File: src/rtl/pfb_pkg.sv
package pfb_pkg;

    typedef enum logic [2:0] {
        CMD_CFG  = 3'd0,
        CMD_IO   = 3'd1,
        CMD_MEM  = 3'd2,
        CMD_LINE = 3'd3,
        CMD_MULT = 3'd4
    } rd_cmd_e;

endpackage

File: src/rtl/pfb_span_calc.sv
module pfb_span_calc #(
    parameter int ADDR_W  = 30,
    parameter int CLS_W   = 8,
    parameter int QDEPTH  = 32,
    parameter int BLK_DW  = 16,
    parameter int PAGE_DW = 1024,
    parameter int LEN_W   = $clog2(PAGE_DW) + 1
) (
    input  logic [2:0]        cmd,
    input  logic [ADDR_W-1:0] addr,
    input  logic              pref,
    input  logic [CLS_W-1:0]  cls,
    input  logic              flow,
    output logic [LEN_W-1:0]  span
);
    import pfb_pkg::*;

    localparam int BLK_LG  = $clog2(BLK_DW);
    localparam int PAGE_LG = $clog2(PAGE_DW);

    logic             small_line;
    logic [LEN_W-1:0] line_dw;
    logic [LEN_W-1:0] blk_off;
    logic [LEN_W-1:0] page_off;
    logic [LEN_W-1:0] line_off;
    logic [LEN_W-1:0] blk_rem;
    logic [LEN_W-1:0] line_rem;
    logic [LEN_W-1:0] page_rem;
    logic             pref_read;
    rd_cmd_e          kind;

    // Legal small line sizes are the powers of two below the block size.
    always_comb begin
        small_line = 1'b0;
        line_dw    = LEN_W'(BLK_DW);
        for (int k = 0; k < BLK_LG; k++) begin
            if (cls == CLS_W'(1 << k)) begin
                small_line = 1'b1;
                line_dw    = LEN_W'(1 << k);
            end
        end
    end

    always_comb begin
        blk_off  = LEN_W'(addr[BLK_LG-1:0]);
        page_off = LEN_W'(addr[PAGE_LG-1:0]);
        line_off = blk_off & (line_dw - LEN_W'(1));
        blk_rem  = LEN_W'(BLK_DW) - blk_off;
        line_rem = line_dw - line_off;
        page_rem = LEN_W'(PAGE_DW) - page_off;
    end

    always_comb begin
        kind      = rd_cmd_e'(cmd);
        pref_read = ((kind == CMD_MEM) && pref) ||
                    (kind == CMD_LINE) || (kind == CMD_MULT);
        span      = LEN_W'(1);
        if (pref_read) begin
            if (flow) begin
                span = page_rem;
            end else if (kind == CMD_MULT) begin
                span = small_line ? (line_rem + line_dw) : LEN_W'(QDEPTH);
            end else begin
                span = small_line ? line_rem : blk_rem;
            end
        end
    end

endmodule

File: src/rtl/pfb_fetch_engine.sv
module pfb_fetch_engine #(
    parameter int ADDR_W = 30,
    parameter int QDEPTH = 32,
    parameter int LEN_W  = 11
) (
    input  logic              clk,
    input  logic              rst_n,
    input  logic              req_valid,
    input  logic [ADDR_W-1:0] req_addr,
    input  logic [LEN_W-1:0]  span_in,
    input  logic              tgt_disc,
    input  logic              init_end,
    input  logic              txn_done,
    input  logic [LEN_W-1:0]  delivered,
    output logic              active,
    output logic              fetch_req,
    output logic [ADDR_W-1:0] fetch_addr,
    output logic [LEN_W-1:0]  fetched,
    output logic              fetch_done
);

    typedef struct packed {
        logic              active;
        logic              stop;
        logic [ADDR_W-1:0] start;
        logic [LEN_W-1:0]  span;
        logic [LEN_W-1:0]  fetched;
    } eng_t;

    eng_t eng_d, eng_q;
    logic room;

    always_comb begin
        room       = (eng_q.fetched - delivered) < LEN_W'(QDEPTH);
        fetch_req  = eng_q.active && !eng_q.stop &&
                     (eng_q.fetched != eng_q.span) && room && !init_end;
        fetch_addr = eng_q.start + ADDR_W'(eng_q.fetched);
        fetch_done = eng_q.active &&
                     (eng_q.stop || (eng_q.fetched == eng_q.span));
        active     = eng_q.active;
        fetched    = eng_q.fetched;

        eng_d = eng_q;
        if (!eng_q.active) begin
            if (req_valid) begin
                eng_d.active  = 1'b1;
                eng_d.stop    = 1'b0;
                eng_d.start   = req_addr;
                eng_d.span    = span_in;
                eng_d.fetched = '0;
            end
        end else begin
            if (fetch_req) begin
                eng_d.fetched = eng_q.fetched + LEN_W'(1);
                if (tgt_disc) begin
                    eng_d.stop = 1'b1;
                end
            end
            if (init_end || txn_done) begin
                eng_d.active = 1'b0;
            end
        end
    end

    always_ff @(posedge clk) begin
        if (!rst_n) begin
            eng_q <= '0;
        end else begin
            eng_q <= eng_d;
        end
    end

    assert_no_fetch_idle_R11: assert property (@(posedge clk) disable iff (!rst_n)
        !eng_q.active |-> !fetch_req);

    assert_queue_bound_R7: assert property (@(posedge clk) disable iff (!rst_n)
        fetch_req |-> ((fetched - delivered) < LEN_W'(QDEPTH)));

    assert_stop_after_disc_R8: assert property (@(posedge clk) disable iff (!rst_n)
        (fetch_req && tgt_disc) |=> !fetch_req);

    assert_no_fetch_on_end_R10: assert property (@(posedge clk) disable iff (!rst_n)
        (eng_q.active && init_end) |=> !eng_q.active);

endmodule

File: src/rtl/pfb_deliver_track.sv
module pfb_deliver_track #(
    parameter int LEN_W = 11
) (
    input  logic             clk,
    input  logic             rst_n,
    input  logic             active,
    input  logic [LEN_W-1:0] fetched,
    input  logic             fetch_done,
    input  logic             init_take,
    input  logic             init_end,
    output logic             dlv_valid,
    output logic             dlv_last,
    output logic             txn_done,
    output logic [LEN_W-1:0] delivered,
    output logic             disc_valid,
    output logic [LEN_W-1:0] disc_cnt
);

    typedef struct packed {
        logic [LEN_W-1:0] delivered;
        logic             disc_valid;
        logic [LEN_W-1:0] disc_cnt;
    } trk_t;

    trk_t trk_d, trk_q;
    logic beat;

    always_comb begin
        dlv_valid  = active && (trk_q.delivered != fetched);
        dlv_last   = dlv_valid && fetch_done &&
                     ((trk_q.delivered + LEN_W'(1)) == fetched);
        beat       = dlv_valid && init_take;
        txn_done   = beat && dlv_last;
        delivered  = trk_q.delivered;
        disc_valid = trk_q.disc_valid;
        disc_cnt   = trk_q.disc_cnt;

        trk_d            = trk_q;
        trk_d.disc_valid = 1'b0;
        if (active) begin
            if (beat) begin
                trk_d.delivered = trk_q.delivered + LEN_W'(1);
            end
            if (init_end) begin
                trk_d.disc_valid = 1'b1;
                trk_d.disc_cnt   = fetched - trk_q.delivered - LEN_W'(beat);
                trk_d.delivered  = '0;
            end else if (txn_done) begin
                trk_d.delivered = '0;
            end
        end
    end

    always_ff @(posedge clk) begin
        if (!rst_n) begin
            trk_q <= '0;
        end else begin
            trk_q <= trk_d;
        end
    end

    assert_discard_pulse_R10: assert property (@(posedge clk) disable iff (!rst_n)
        (active && init_end) |=> trk_q.disc_valid);

    assert_last_ends_txn_R9: assert property (@(posedge clk) disable iff (!rst_n)
        (dlv_valid && init_take && dlv_last && !init_end) |=> (!active && !trk_q.disc_valid));

    assert_last_needs_done_R9: assert property (@(posedge clk) disable iff (!rst_n)
        dlv_last |-> fetch_done);

    assert_no_underrun_R7: assert property (@(posedge clk) disable iff (!rst_n)
        active |-> (trk_q.delivered <= fetched));

endmodule

File: src/rtl/pfb_prefetch_ctrl.sv
module pfb_prefetch_ctrl #(
    parameter int ADDR_W  = 30,
    parameter int CLS_W   = 8,
    parameter int QDEPTH  = 32,
    parameter int BLK_DW  = 16,
    parameter int PAGE_DW = 1024,
    localparam int LEN_W  = $clog2(PAGE_DW) + 1
) (
    input  logic              clk,
    input  logic              rst_n,
    input  logic              req_valid,
    input  logic [2:0]        req_cmd,
    input  logic [ADDR_W-1:0] req_addr,
    input  logic              req_pref,
    input  logic [CLS_W-1:0]  req_cls,
    input  logic              req_flow,
    output logic              busy,
    output logic              fetch_req,
    output logic [ADDR_W-1:0] fetch_addr,
    input  logic              tgt_disc,
    output logic              dlv_valid,
    output logic              dlv_last,
    input  logic              init_take,
    input  logic              init_end,
    output logic              disc_valid,
    output logic [LEN_W-1:0]  disc_cnt
);

    logic [LEN_W-1:0] span;
    logic [LEN_W-1:0] fetched;
    logic [LEN_W-1:0] delivered;
    logic             active;
    logic             fetch_done;
    logic             txn_done;

    pfb_span_calc #(
        .ADDR_W (ADDR_W),
        .CLS_W  (CLS_W),
        .QDEPTH (QDEPTH),
        .BLK_DW (BLK_DW),
        .PAGE_DW(PAGE_DW),
        .LEN_W  (LEN_W)
    ) span_i (
        .cmd (req_cmd),
        .addr(req_addr),
        .pref(req_pref),
        .cls (req_cls),
        .flow(req_flow),
        .span(span)
    );

    pfb_fetch_engine #(
        .ADDR_W(ADDR_W),
        .QDEPTH(QDEPTH),
        .LEN_W (LEN_W)
    ) eng_i (
        .clk       (clk),
        .rst_n     (rst_n),
        .req_valid (req_valid),
        .req_addr  (req_addr),
        .span_in   (span),
        .tgt_disc  (tgt_disc),
        .init_end  (init_end),
        .txn_done  (txn_done),
        .delivered (delivered),
        .active    (active),
        .fetch_req (fetch_req),
        .fetch_addr(fetch_addr),
        .fetched   (fetched),
        .fetch_done(fetch_done)
    );

    pfb_deliver_track #(
        .LEN_W(LEN_W)
    ) trk_i (
        .clk       (clk),
        .rst_n     (rst_n),
        .active    (active),
        .fetched   (fetched),
        .fetch_done(fetch_done),
        .init_take (init_take),
        .init_end  (init_end),
        .dlv_valid (dlv_valid),
        .dlv_last  (dlv_last),
        .txn_done  (txn_done),
        .delivered (delivered),
        .disc_valid(disc_valid),
        .disc_cnt  (disc_cnt)
    );

    assign busy = active;

    assert_accept_R11: assert property (@(posedge clk) disable iff (!rst_n)
        (!busy && req_valid) |=> busy);

    assert_span_nonzero_R3: assert property (@(posedge clk) disable iff (!rst_n)
        (!busy && req_valid) |-> (span != '0));

endmodule

File: config.mk
export PLATFORM = sky130hd
export DESIGN_NAME = pfb_prefetch_ctrl
export DESIGN_NICKNAME = d
export VERILOG_FILES = /design/src/rtl/pfb_pkg.sv /design/src/rtl/pfb_span_calc.sv /design/src/rtl/pfb_fetch_engine.sv /design/src/rtl/pfb_deliver_track.sv /design/src/rtl/pfb_prefetch_ctrl.sv
export SDC_FILE = /design/constraint.sdc
export NUM_CORES = 1
export LEC_CHECK = 0
export ABC_AREA = 1
export BUFFER_PORTS_ARGS = -buffer_cell sky130_fd_sc_hd__buf_4
export CAP_MARGIN = 20
export CORE_ASPECT_RATIO = 2
export CORE_MARGIN = 2
export CORE_UTILIZATION = 58
export DETAILED_ROUTE_END_ITERATION = 8
export PLACE_DENSITY = 0.8
export SKIP_CTS_REPAIR_TIMING = 1
export SYNTH_ARGS = -nofsm -noshare
export SYNTH_HDL_FRONTEND = slang
export SYNTH_SLANG_ARGS = --single-unit
File: constraint.sdc
create_clock -name clk -period 3 [get_ports clk]
set_input_delay 0 -clock clk [delete_from_list [all_inputs] [get_ports clk]]
set_output_delay 0 -clock clk [all_outputs]
set_load 0.02 [all_outputs]
======== Word level (Yosys, flattened, before mapping) ========
Cells that the tools add are included.
storage, ports and cells
  register bits after elaboration ......... 77
  input bits .............................. 49
  output and inout bits ................... 46
  logic and storage cells ................. 83
cells by class
  $add $sub $neg .......................... 10
  equality and inequality tests ........... 13
  multiplexer cells ....................... 24
  reduce and logical (&&, ||, !) cells .... 25
  magnitude comparators ................... 1
  bitwise gates (word level) .............. 2
operators by type and width
  kind                      count
  $mux W11                  10
  $mux W54                  1
  $add A30 B11 Y30          1
  $add A11 B1 Y11 const B   2
  $eq A11 B11 Y1            2
  $ne A11 B11 Y1            2
  $mux W5                   4
  $mux W12                  1
  $add A11 B5 Y11           1
  $and A4 B11 Y11           1
  $logic_and A1 B1 Y1       11
  $lt A11 B6 Y1 const B     1
  $sub A11 B1 Y11           1
  $sub A11 B10 Y11 const A  1
  $sub A11 B11 Y11          1
  $sub A5 B11 Y11           1
  $reduce_and A2 Y1         5
  $eq A8 B1 Y1 const B      1
  $eq A8 B2 Y1 const B      1
  $eq A8 B3 Y1 const B      1
  $eq A8 B4 Y1 const B      1
  $mux W1                   7
  $eq A3 B2 Y1 const B      2
  $sub A5 B1 Y6 const B     1
  other kinds (10)          15

======== Longest topological paths before layout ========
Gate-level depths: netlist of the first run.
  depth after elaboration ................. 15
  depth in mapped cells ................... 26
  gate-level depth less buffers ........... 26

======== Hierarchy ========
Synthesis of the first run repeated with hierarchy kept, for this count alone.
second synthesis, totals
  cell total of the unflattened synthesis .. 1131
  area total of the unflattened synthesis .. 7352.1 µm²
by module, submodules not included
  module             sequential area each (µm²)  area each (µm²)  times used  cells each
  pfb_fetch_engine   1081.0                      3865.0           1           583
  pfb_deliver_track  460.4                       2284.7           1           348
  pfb_span_calc      0.0                         1202.4           1           200

======== Worst setup path after synthesis of the first run ========
OpenSTA, ideal clock, no wires.
  path type ............................... register to register
  start point ............................. register trk_i.trk_q, in the netlist trk_i.delivered[4]
  end point ............................... register trk_i.trk_q, in the netlist trk_i.disc_cnt[10]
  setup slack ............................. 0.112 ns
  stages on the path, launching flop included .. 20
  data required time ...................... 2.891 ns
  period minus slack after synthesis ...... 2.888 ns
  buffers on the path ..................... 1
  library setup time ...................... 0.109 ns
  arrival ................................. 2.780 ns
  path through ............................ dfxtp_1 inv_1 ha_1 nand2_1 nor2_1 nand4_1 nand2_1 inv_1 nand2_1 inv_1 buf_2 ha_1 ha_1 nand4_1 nor2_1 nand3_1 o21ai_0 nand3_1 nand2_1 inv_1
between the ends
  word-level cells in the longest chain between the ends .. 4
  elaborated cells on any way between the ends .. 5
  those cells by class .................... add/sub: 2; eq/ne: 1; reduce/logical: 2
RTL lines
  item                      line                     RTL
  start: declaration        pfb_deliver_track.sv:25  trk_t trk_d, trk_q;
  start signal: assignment  pfb_deliver_track.sv:58  trk_q <= trk_d;
  $ne A11 B11 Y1            pfb_deliver_track.sv:29  dlv_valid = active && (trk_q.delivered != fetched);
  $logic_and A1 B1 Y1       pfb_deliver_track.sv:29
  via dlv_valid             pfb_prefetch_ctrl.sv:21  output logic dlv_valid,
  $logic_and A1 B1 Y1       pfb_deliver_track.sv:32  beat = dlv_valid && init_take;
  $sub A11 B1 Y11           pfb_deliver_track.sv:46  trk_d.disc_cnt = fetched - trk_q.delivered - LEN_W'(beat);
The timed path passes the listed nets, and every way through them passes these cells.
A chain may end at the register's enable or synchronous reset.

======== Final worst setup path of the first run ========
  start point ............................. register eng_i.eng_q, in the netlist eng_i.fetched[2]
  end point ............................... output fetch_addr[29]
between the ends
  word-level cells in the longest chain between the ends .. 1
RTL lines
  item                      line                     RTL
  start: declaration        pfb_fetch_engine.sv:30   eng_t eng_d, eng_q;
  start signal: assignment  pfb_fetch_engine.sv:69   eng_q <= eng_d;
  $add A30 B11 Y30          pfb_fetch_engine.sv:37   fetch_addr = eng_q.start + ADDR_W'(eng_q.fetched);
  end: declaration          pfb_prefetch_ctrl.sv:19  output logic [ADDR_W-1:0] fetch_addr,
Every way passes these cells.

==> results of run 1 <==
==> sequential cells by signal, indices dropped and copies added, names as in the netlist <==
register          count
eng_i.fetched        11
trk_i.disc_valid      1
trk_i.disc_cnt       11
eng_i.eng_q          42
trk_i.delivered      11
eng_i.active          1
==> layout make-up <==
class / instances / area (um^2) / area share
clock inverters: 4 / 72.6 / 0.00917
clock buffers: 11 / 243 / 0.0307
well taps: 137 / 171 / 0.0217
repair buffers: 159 / 1240 / 0.157
inverters: 129 / 484 / 0.0612
flip-flops and latches: 77 / 1550 / 0.196
multi-input cells: 745 / 4150 / 0.524
==> power breakdown <==
part	internal [mW]	switching, mW
Sequential	1.07	0.0413
Combinational	0.225	0.330
Clock	0.745	0.427
==> how the worst max path moves through the flow <==
stage                     cells past startpoint                 end  slack [ns]          startpoint
after global placement                       24     eng_i.eng_q[19]        0.05          req_cls[7]
after floorplan                              19  trk_i.disc_cnt[10]        0.11  trk_i.delivered[4]
after global routing                         14      fetch_addr[20]       -0.08     eng_i.eng_q[22]
after CTS                                    13      fetch_addr[20]       -0.20    eng_i.fetched[1]
after detailed placement                     24     eng_i.eng_q[19]       -0.06          req_cls[7]
final                                        12      fetch_addr[29]        0.11    eng_i.fetched[2]
==> worst min-delay path, delay by kind of cell <==
family | cells | cell delay, ns
AO/OA/AOI/OAI | 2 | 0.18
buffers and inverters | 1 | 0.08
==> synth_stat cells (4+ instances only) <==
cell type                  count  area [um^2]
sky130_fd_sc_hd__a31oi_1       8         50.1
sky130_fd_sc_hd__nor2_2        4         25.0
sky130_fd_sc_hd__nor2_1      109          409
sky130_fd_sc_hd__inv_1       126          473
sky130_fd_sc_hd__nand2_2       8         50.1
sky130_fd_sc_hd__nand3_1      53          265
sky130_fd_sc_hd__xor2_1       54          473
sky130_fd_sc_hd__nor3_1       22          110
sky130_fd_sc_hd__xnor2_1      13          114
sky130_fd_sc_hd__o211ai_1      4         30.0
sky130_fd_sc_hd__nand4_1      31          194
sky130_fd_sc_hd__ha_1         33          413
sky130_fd_sc_hd__buf_2         9         45.0
sky130_fd_sc_hd__a21oi_1      82          410
sky130_fd_sc_hd__dfxtp_1      77         1540
sky130_fd_sc_hd__o21ai_0      57          285
sky130_fd_sc_hd__o221ai_1      4         35.0
sky130_fd_sc_hd__nand2_1     219          822
sky130_fd_sc_hd__clkbuf_1     18         67.6
sky130_fd_sc_hd__o21ai_1       5         25.0
==> cell families (layout without fill, tap and decap cells) <==
group,count (synthesis),in the layout
buffers and inverters,160,303
flip-flops,77,77
XOR/XNOR,68,68
AO/OA/AOI/OAI,174,174
AND/OR/NAND/NOR,467,467
adder cells (fa/ha/maj),36,36
==> per-layer routing <==
| metal | track usage | vias to the layer above | wire length [um] |
|---|---|---|---|
| li1 | - | 3485 | - |
| met1 | 0.286 | 3193 | 6460 |
| met2 | 0.661 | 277 | 11100 |
| met3 | 0.0387 | 123 | 823 |
| met4 | 0.314 | 0 | 1960 |
| met5 | 0 | - | 0 |
==> per-stage QoR <==
stage	std cells	hold slack (ns)	setup WS, ns	cell area [um^2]	power [mW]
2_1_floorplan	982	0.138	0.112	6260	1.44
3_3_place_gp	1219	0.257	0.0486	7270	1.65
3_5_place_dp	1219	0.262	-0.0636	7270	1.65
4_1_cts	1234	-0.0863	-0.200	7590	2.81
5_1_grt	1262	0.00327	-0.0783	7910	2.94
6_report	1262	-0.0418	0.106	7910	2.84
==> reports/results.ini, run 1 <==
[yosys]
postSynthRegisterBits = 77
yosys.area_share.simple = 0.330
synth_top_family_by_area = simple AND/OR/NAND/NOR gates
synth_fa_ha_area_frac = 0.0755
avgSynthCellArea_um2 = 6.38
yosysSeqAreaShare = 0.246
post_synthesis_xor_xnor_area_fraction = 0.0963
synth-compound-area-share = 0.151
synth_nets = 1067
yosys_warnings = 0
dominantRegCellSynth = sky130_fd_sc_hd__dfxtp_1
yosysUniqueCellTypes = 46
postSynthCellCount = 982
synth_async_sr_flop_share = 0
synth-edff-count = 0
post_synth_mux_area_share = 0
synth_area_um2 = 6260

[route]
drt_iter0_drc = 375
wl_mm = 20.4
routed_wire_length_per_instance_um = 16.2
avgViaCountPerCell = 5.61
vias = 7078
detail-route-antenna-nets = 0
drt-pass1-iter-count = 5
drc = 0

[finish]
leading_cell_types_in_the_layout_fill_and_taps_excluded = sky130_fd_sc_hd__nand2_1, sky130_fd_sc_hd__buf_4, sky130_fd_sc_hd__inv_1
share_of_post_route_cells_with_drive_strength_above_1 = 0.180
layout.cells.most_common = sky130_fd_sc_hd__nand2_1
net_count_reported_at_finish = 1206
final_core_utilization = 0.750
insertedDiodeCount = 0
layout-area-overhead-vs-synth_pct = 26.3
filler_cell_count_in_the_final_layout = 865

[sta]
post-route-period-util = 0.965
holdWs_ns = -0.0418
rsz0062_at_grt = yes
timing.max_slew.rel_slack = 0.376
setup_tns_ns = 0
timing_hold_violations_final = 8
slew_violations = 0
clock-skew-final_ns = 0.00854
worst_pin_slew_ns = 0.935
setup_viol = 0
fmax_mhz = 346
finalWorstPathRequiredPeriod_ns = 2.89

[cts]
cts.root.buffer_cell = sky130_fd_sc_hd__clkbuf_16
numClockSinks = 77
tritoncts.num_buffers = 9
clkSlewWorstSetupHoldPaths_ns = 0.06
tritoncts = done
cts_htree_levels = 3
clkLatencyLatePin_ns = 0.34
ctsLongestPathBuffers = 2

[critical_path]
timing_worst_setup_path_type = register to output port
cp_slowest_cell = sky130_fd_sc_hd__dfxtp_1
cp_cell_sequence = buf_4, ha_1, nand2_1, nand2_1, a31oi_1, o21ai_2, a21boi_1, o21ai_2, nand3_1, nor3_2, xor2_1, buf_4
crit_buf_inv = 2
arrival_ns = 2.89
rr_startpoint = trk_i.delivered[9]
reg2regPathDepth = 18
worst-path-max-fanout = 8
startpoint_type = register
reg2reg_setup_slack_ns = 0.16
r2r_end = trk_i.disc_cnt[10]
critical-path-top-delay-family = compound AO/OA/AOI/OAI gates
slowest_delay_ns = 0.38
worst-endpoint-required_ns = 3.00
worst_setup_path_end_kind = output port

[run_status]
run_status = finished with violations
failed_checks = hold timing

[global_routing]
overflow = 0
grt_pass1_wl_mm = 30.7
number_of_antenna_violations_at_the_first_check_in_global_routing = 0
grt_max_degree = 44
grt_pass1_vias = 6770
grt_resource_usage_total = 0.338

[worst_hold_path]
hold_path_end = eng_i.eng_q[36]
holdCritStartpoint = req_addr[14]
hold_depth = 3
hold_path.class = input port to register

[power]
max-vdd-ir-drop_v = 0.000309
leakagePower_nw = 3.87
power_per_cell_area_nw_per_um2 = 359

[placement]
dpl.hpwl_mm = 15.5
gp_congestion = 1.01
portBuffers = 94

[flow_run]
drv.max_cap_violation_count = 0

[die]
num_io_pins = 95
number_of_placement_rows = 53
coreArea_um2 = 10500
dieWidth_um = 77.5
area_of_the_die_um2 = 11700
initial_utilization = 0.594
dieHeight_um = 151

(Power assumes the default switching activity.)
==> run 2, diff against run 1 <==
CORE_UTILIZATION = 25   (was 58)
PLACE_DENSITY = 0.4   (was 0.8)
==> reports/results.ini, run 2 (same netlist as run 1, synthesis figures left out) <==
[cts]
tritoncts.num_buffers = 9
numClockSinks = 77
clkLatencyLatePin_ns = 0.36
cts_htree_levels = 3
clkSlewWorstSetupHoldPaths_ns = 0.07
ctsLongestPathBuffers = 2
tritoncts = done
cts.root.buffer_cell = sky130_fd_sc_hd__clkbuf_16

[global_routing]
overflow = 0
grt_pass1_vias = 6725
number_of_antenna_violations_at_the_first_check_in_global_routing = 0
grt_resource_usage_total = 0.164
grt_pass1_wl_mm = 34.4
grt_max_degree = 44

[die]
initial_utilization = 0.252
num_io_pins = 95
area_of_the_die_um2 = 26400
coreArea_um2 = 24800
dieWidth_um = 116
dieHeight_um = 228
number_of_placement_rows = 82

[critical_path]
startpoint_type = register
arrival_ns = 2.95
slowest_delay_ns = 0.35
worst-endpoint-required_ns = 3.00
critical-path-top-delay-family = simple AND/OR/NAND/NOR gates
cp_slowest_cell = sky130_fd_sc_hd__fa_2
worst_setup_path_end_kind = output port
worst-path-max-fanout = 4
crit_buf_inv = 3
cp_cell_sequence = buf_6, ha_4, inv_2, fa_2, nand3b_1, or2_0, o211ai_1, nand2_1, o21bai_2, nand3_1, nand2_2, nand3_4, nor2_4, xor2_1, buf_4
timing_worst_setup_path_type = register to output port

[route]
routed_wire_length_per_instance_um = 14.4
detail-route-antenna-nets = 0
avgViaCountPerCell = 4.58
drt-pass1-iter-count = 8
vias = 6820
drt_iter0_drc = 336
wl_mm = 21.4
drc = 0

[sta]
clock-skew-final_ns = 0.0172
rsz0062_at_grt = yes
setup_tns_ns = 0
worst_pin_slew_ns = 0.627
timing_hold_violations_final = 6
finalWorstPathRequiredPeriod_ns = 2.95
timing.max_slew.rel_slack = 0.582
post-route-period-util = 0.985
holdWs_ns = -0.0546
fmax_mhz = 338
setup_viol = 0
slew_violations = 0

[finish]
filler_cell_count_in_the_final_layout = 2801
net_count_reported_at_finish = 1234
share_of_post_route_cells_with_drive_strength_above_1 = 0.196
largest_register_ffs = 42
layout-area-overhead-vs-synth_pct = 34.4
regMostFlops = eng_i.eng_q
leading_cell_types_in_the_layout_fill_and_taps_excluded = sky130_fd_sc_hd__nand2_1, sky130_fd_sc_hd__buf_4, sky130_fd_sc_hd__inv_1
finished_layout_cells = 1490
insertedDiodeCount = 0
layout.cells.most_common = sky130_fd_sc_hd__nand2_1

[power]
leakagePower_nw = 4.02
max-vdd-ir-drop_v = 0.000297
power_report.internal_total_mw = 2.16
combinational_power_share = 0.191
power_frac_clock = 0.442
power_share_of_the_sequential_group = 0.366
p_switching_mw = 0.870
swShare = 0.287
power_per_cell_area_nw_per_um2 = 360

[placement]
gp_congestion = 0.878
portBuffers = 94
placed_cells = 1444
dpl.hpwl_mm = 16.8

[flow_run]
drv.max_cap_violation_count = 0

[worst_hold_path]
hold_path.class = input port to register

[run_status]
failed_checks = hold timing
run_status = finished with violations

[run 2: area by class of cell]
cell class / count / area, um^2 / share of cell area
tap: 336 / 420 / 0.0499
multi-input combinational: 746 / 4150 / 0.494
inverter: 129 / 484 / 0.0575
clock inverter: 6 / 119 / 0.0141
sequential: 77 / 1550 / 0.184
clock buffer: 10 / 239 / 0.0284
timing repair buffer: 186 / 1460 / 0.173
[run 2: metrics by stage]
stage	utilization	worst slack, ns	total power [mW]	cell area, um^2
after floorplan	-	0.112	1.44	6260
after global placement	0.311	0.0346	1.68	7720
after detailed placement	0.311	-0.0455	1.68	7720
after CTS	0.325	-0.145	3.05	8080
after global routing	0.339	-0.158	3.17	8420
final	0.339	0.0457	3.03	8420
[run 2: routing by layer]
metal / routed length (um) / track usage / up-vias
met4: 393 / 0.0454 / 0
li1: - / - / 3548
met1: 9880 / 0.211 / 3101
met2: 10400 / 0.284 / 148
met5: 0 / 0 / -
met3: 698 / 0.0205 / 23
[run 2: worst reg2reg max path: cells and delay by family, from the launching register on]
kind,cells,cell delay [ns]
simple gates,6,0.82
buf+inv,5,0.56
fa+ha+maj,2,0.54
flops,1,0.33
xor+xnor,1,0.27
compound gates,1,0.07
[run 2: final timing paths]
kind                           end  slack (ns)             start  depth (start not counted)
setup / recovery    fetch_addr[22]        0.05  eng_i.fetched[0]                         15
hold / removal     eng_i.eng_q[49]       -0.05      req_addr[27]                          3
setup reg to reg  eng_i.fetched[1]        0.27  eng_i.fetched[0]                         15
hold reg to reg    eng_i.eng_q[13]        0.48   eng_i.eng_q[13]                          2
[run 2: power groups by stage]
stage	combinational, mW	sequential (mW)	clock (mW)
after global placement	0.553	1.13	0
after global routing	0.641	1.12	1.42
final	0.579	1.11	1.34
after detailed placement	0.552	1.13	0
after floorplan	0.302	1.13	0
after CTS	0.555	1.11	1.38
==> run 3, diff against run 2 <==
SYNTH_HIERARCHICAL = 1   (was default)
==> reports/results.ini, run 3 <==
[die]
initial_utilization = 0.255
num_io_pins = 95
area_of_the_die_um2 = 30900
coreArea_um2 = 28800
dieHeight_um = 247
number_of_placement_rows = 88
dieWidth_um = 125

[critical_path]
reg2reg_setup_slack_ns = 0.25
worst-endpoint-required_ns = 3.00
r2r_end = trk_i/disc_cnt[7]
critical_path_destination = fetch_addr[11]
rr_startpoint = eng_i/fetched[6]
worst_setup_path_end_kind = output port
startpoint_type = register
timing_worst_setup_path_type = register to output port
arrival_ns = 2.82
launch_point_of_the_critical_path = eng_i/fetched[2]
reg2regPathDepth = 18
worst-path-max-fanout = 8

[global_routing]
grt_pass1_vias = 7450
grt_max_degree = 48
grt_resource_usage_total = 0.165
grt_pass1_wl_mm = 39.5
number_of_antenna_violations_at_the_first_check_in_global_routing = 0
overflow = 0

[yosys]
post-synth-top-count-cell = sky130_fd_sc_hd__nand2_1
yosysTopAreaCellShare = 0.210
avgSynthCellArea_um2 = 6.50
postSynthRegisterBits = 77
synth_nets = 1234
dominantRegCellSynth = sky130_fd_sc_hd__dfxtp_1
synth-edff-count = 0
synth.largest_area_cell = sky130_fd_sc_hd__dfxtp_1
synth.area.top_cells = sky130_fd_sc_hd__dfxtp_1, sky130_fd_sc_hd__nand2_1, sky130_fd_sc_hd__ha_1, sky130_fd_sc_hd__inv_1, sky130_fd_sc_hd__nor2_1
postSynthCellCount = 1131
yosysSeqAreaShare = 0.210
yosysUniqueCellTypes = 51
synth_area_um2 = 7350
yosys_warnings = 6
synth.top_cells.by_count = sky130_fd_sc_hd__nand2_1, sky130_fd_sc_hd__inv_1, sky130_fd_sc_hd__nor2_1
synth_async_sr_flop_share = 0

[flow_run]
drv.max_cap_violation_count = 0

[sta]
timing.max_slew.rel_slack = 0.651
worst_pin_slew_ns = 0.520
timing_hold_violations_final = 10
setup_viol = 0
holdWs_ns = -0.0687
finalWorstPathRequiredPeriod_ns = 2.82
post-route-period-util = 0.939
fmax_mhz = 355
slew_violations = 0
clock-skew-final_ns = 0.0128

[run_status]
failed_checks = hold timing
run_status = finished with violations

[finish]
share_of_post_route_cells_with_drive_strength_above_1 = 0.240
final_core_utilization = 0.327
layout-area-overhead-vs-synth_pct = 28.4
layout.cells.most_common = sky130_fd_sc_hd__nand2_1
insertedDiodeCount = 0
leading_cell_types_in_the_layout_fill_and_taps_excluded = sky130_fd_sc_hd__nand2_1, sky130_fd_sc_hd__buf_4, sky130_fd_sc_hd__inv_1
net_count_reported_at_finish = 1387
largest_register_ffs = 42
regMostFlops = eng_i/eng_q

[route]
drt_iter0_drc = 257
drc = 0
avgViaCountPerCell = 4.55
drt-pass1-iter-count = 6
wl_mm = 25.6
detail-route-antenna-nets = 0
vias = 7491
routed_wire_length_per_instance_um = 15.5

[worst_hold_path]
hold_path.class = input port to register

[cts]
cts.root.buffer_cell = sky130_fd_sc_hd__clkbuf_16
clkLatencyLatePin_ns = 0.35
clkSlewWorstSetupHoldPaths_ns = 0.06
ctsLongestPathBuffers = 2
numClockSinks = 77
cts_htree_levels = 3
tritoncts.num_buffers = 9
tritoncts = done

[power]
max-vdd-ir-drop_v = 0.000260
leakagePower_nw = 4.61
power_per_cell_area_nw_per_um2 = 303

[placement]
dpl.hpwl_mm = 21.4
gp_congestion = 0.868
portBuffers = 94

[run 3: cell count changes in the layout (fill, tap and decap cells not counted), sizes merged, moves of 12 or more]
cell,change
o21ai,+12
inv,+36
nand3,+31
ha,+16
nor2,+42
nand4,-15
nand2,+33
xor2,-16
[run 3: layout make-up]
cell class / count / area (um^2)
Fill cell: 3198 / 19400
Clock buffer: 11 / 233
Inverter: 169 / 646
Tap cell: 360 / 450
Timing Repair Buffer: 182 / 1430
Clock inverter: 4 / 50.0
Multi-Input combinational cell: 845 / 5080
Sequential cell: 77 / 1550
[run 3: worst min-delay path by stage]
| stage | from | to | slack (ns) | cells past startpoint |
|---|---|---|---|---|
| floorplan | rst_n | trk_i/disc_cnt[1] | 0.14 | 2 |
| global placement | req_addr[21] | eng_i/eng_q[43] | 0.27 | 3 |
| detailed placement | req_addr[21] | eng_i/eng_q[43] | 0.27 | 3 |
| CTS | req_addr[21] | eng_i/eng_q[43] | -0.10 | 3 |
| global route | req_addr[22] | eng_i/eng_q[44] | 0.0009 | 3 |
| finish | req_addr[8] | eng_i/eng_q[30] | -0.07 | 3 |
[run 3: logic make-up (layout without fill, tap and decap cells)]
group,after synthesis,after routing,synth area share
AOI/OAI and AO/OA,176,176,0.135
xor gates and xnor gates,62,62,0.0757
adders and majority gates,54,54,0.0970
buffers and inverters,209,366,0.120
DFF,77,77,0.210
and+or+nand+nor,553,553,0.362
[run 3: worst max-delay path, cell delays in order (launching register included)]
cell                       delay [ns]
sky130_fd_sc_hd__dfxtp_2         0.32
sky130_fd_sc_hd__buf_4           0.17
sky130_fd_sc_hd__ha_1            0.37
sky130_fd_sc_hd__a21oi_1         0.16
sky130_fd_sc_hd__nand2_1         0.15
sky130_fd_sc_hd__a21oi_2         0.30
sky130_fd_sc_hd__o21bai_1        0.15
sky130_fd_sc_hd__a21boi_0        0.34
sky130_fd_sc_hd__o21ai_0         0.17
sky130_fd_sc_hd__xor2_1          0.16
sky130_fd_sc_hd__buf_4           0.17
[run 3: report_power, final]
part,switching (mW),internal (mW)
clock,0.454,0.639
combinational,0.378,0.269
sequential,0.0410,1.08
[run 3: per-layer routing]
metal  track usage  up-vias  share of wire
li1              -     3918              -
met1         0.142     3420           0.33
met2         0.366      113           0.62
met3        0.0169       40          0.020
met4        0.0683        0          0.036
met5             0        -              0
[run 3: per-stage QoR]
stage	cell area, um^2	cells	power (mW)	worst slack (ns)	setup TNS, ns
after floorplan	7370	1131	1.50	-0.0179	-0.0179
after global placement	8770	1609	1.76	-0.183	-0.785
after detailed placement	8770	1609	1.77	-0.213	-1.05
after CTS	9050	1624	2.89	-0.290	-1.25
after global routing	9440	1648	3.03	-0.00440	-0.00440
final	9440	1648	2.86	0.182	0
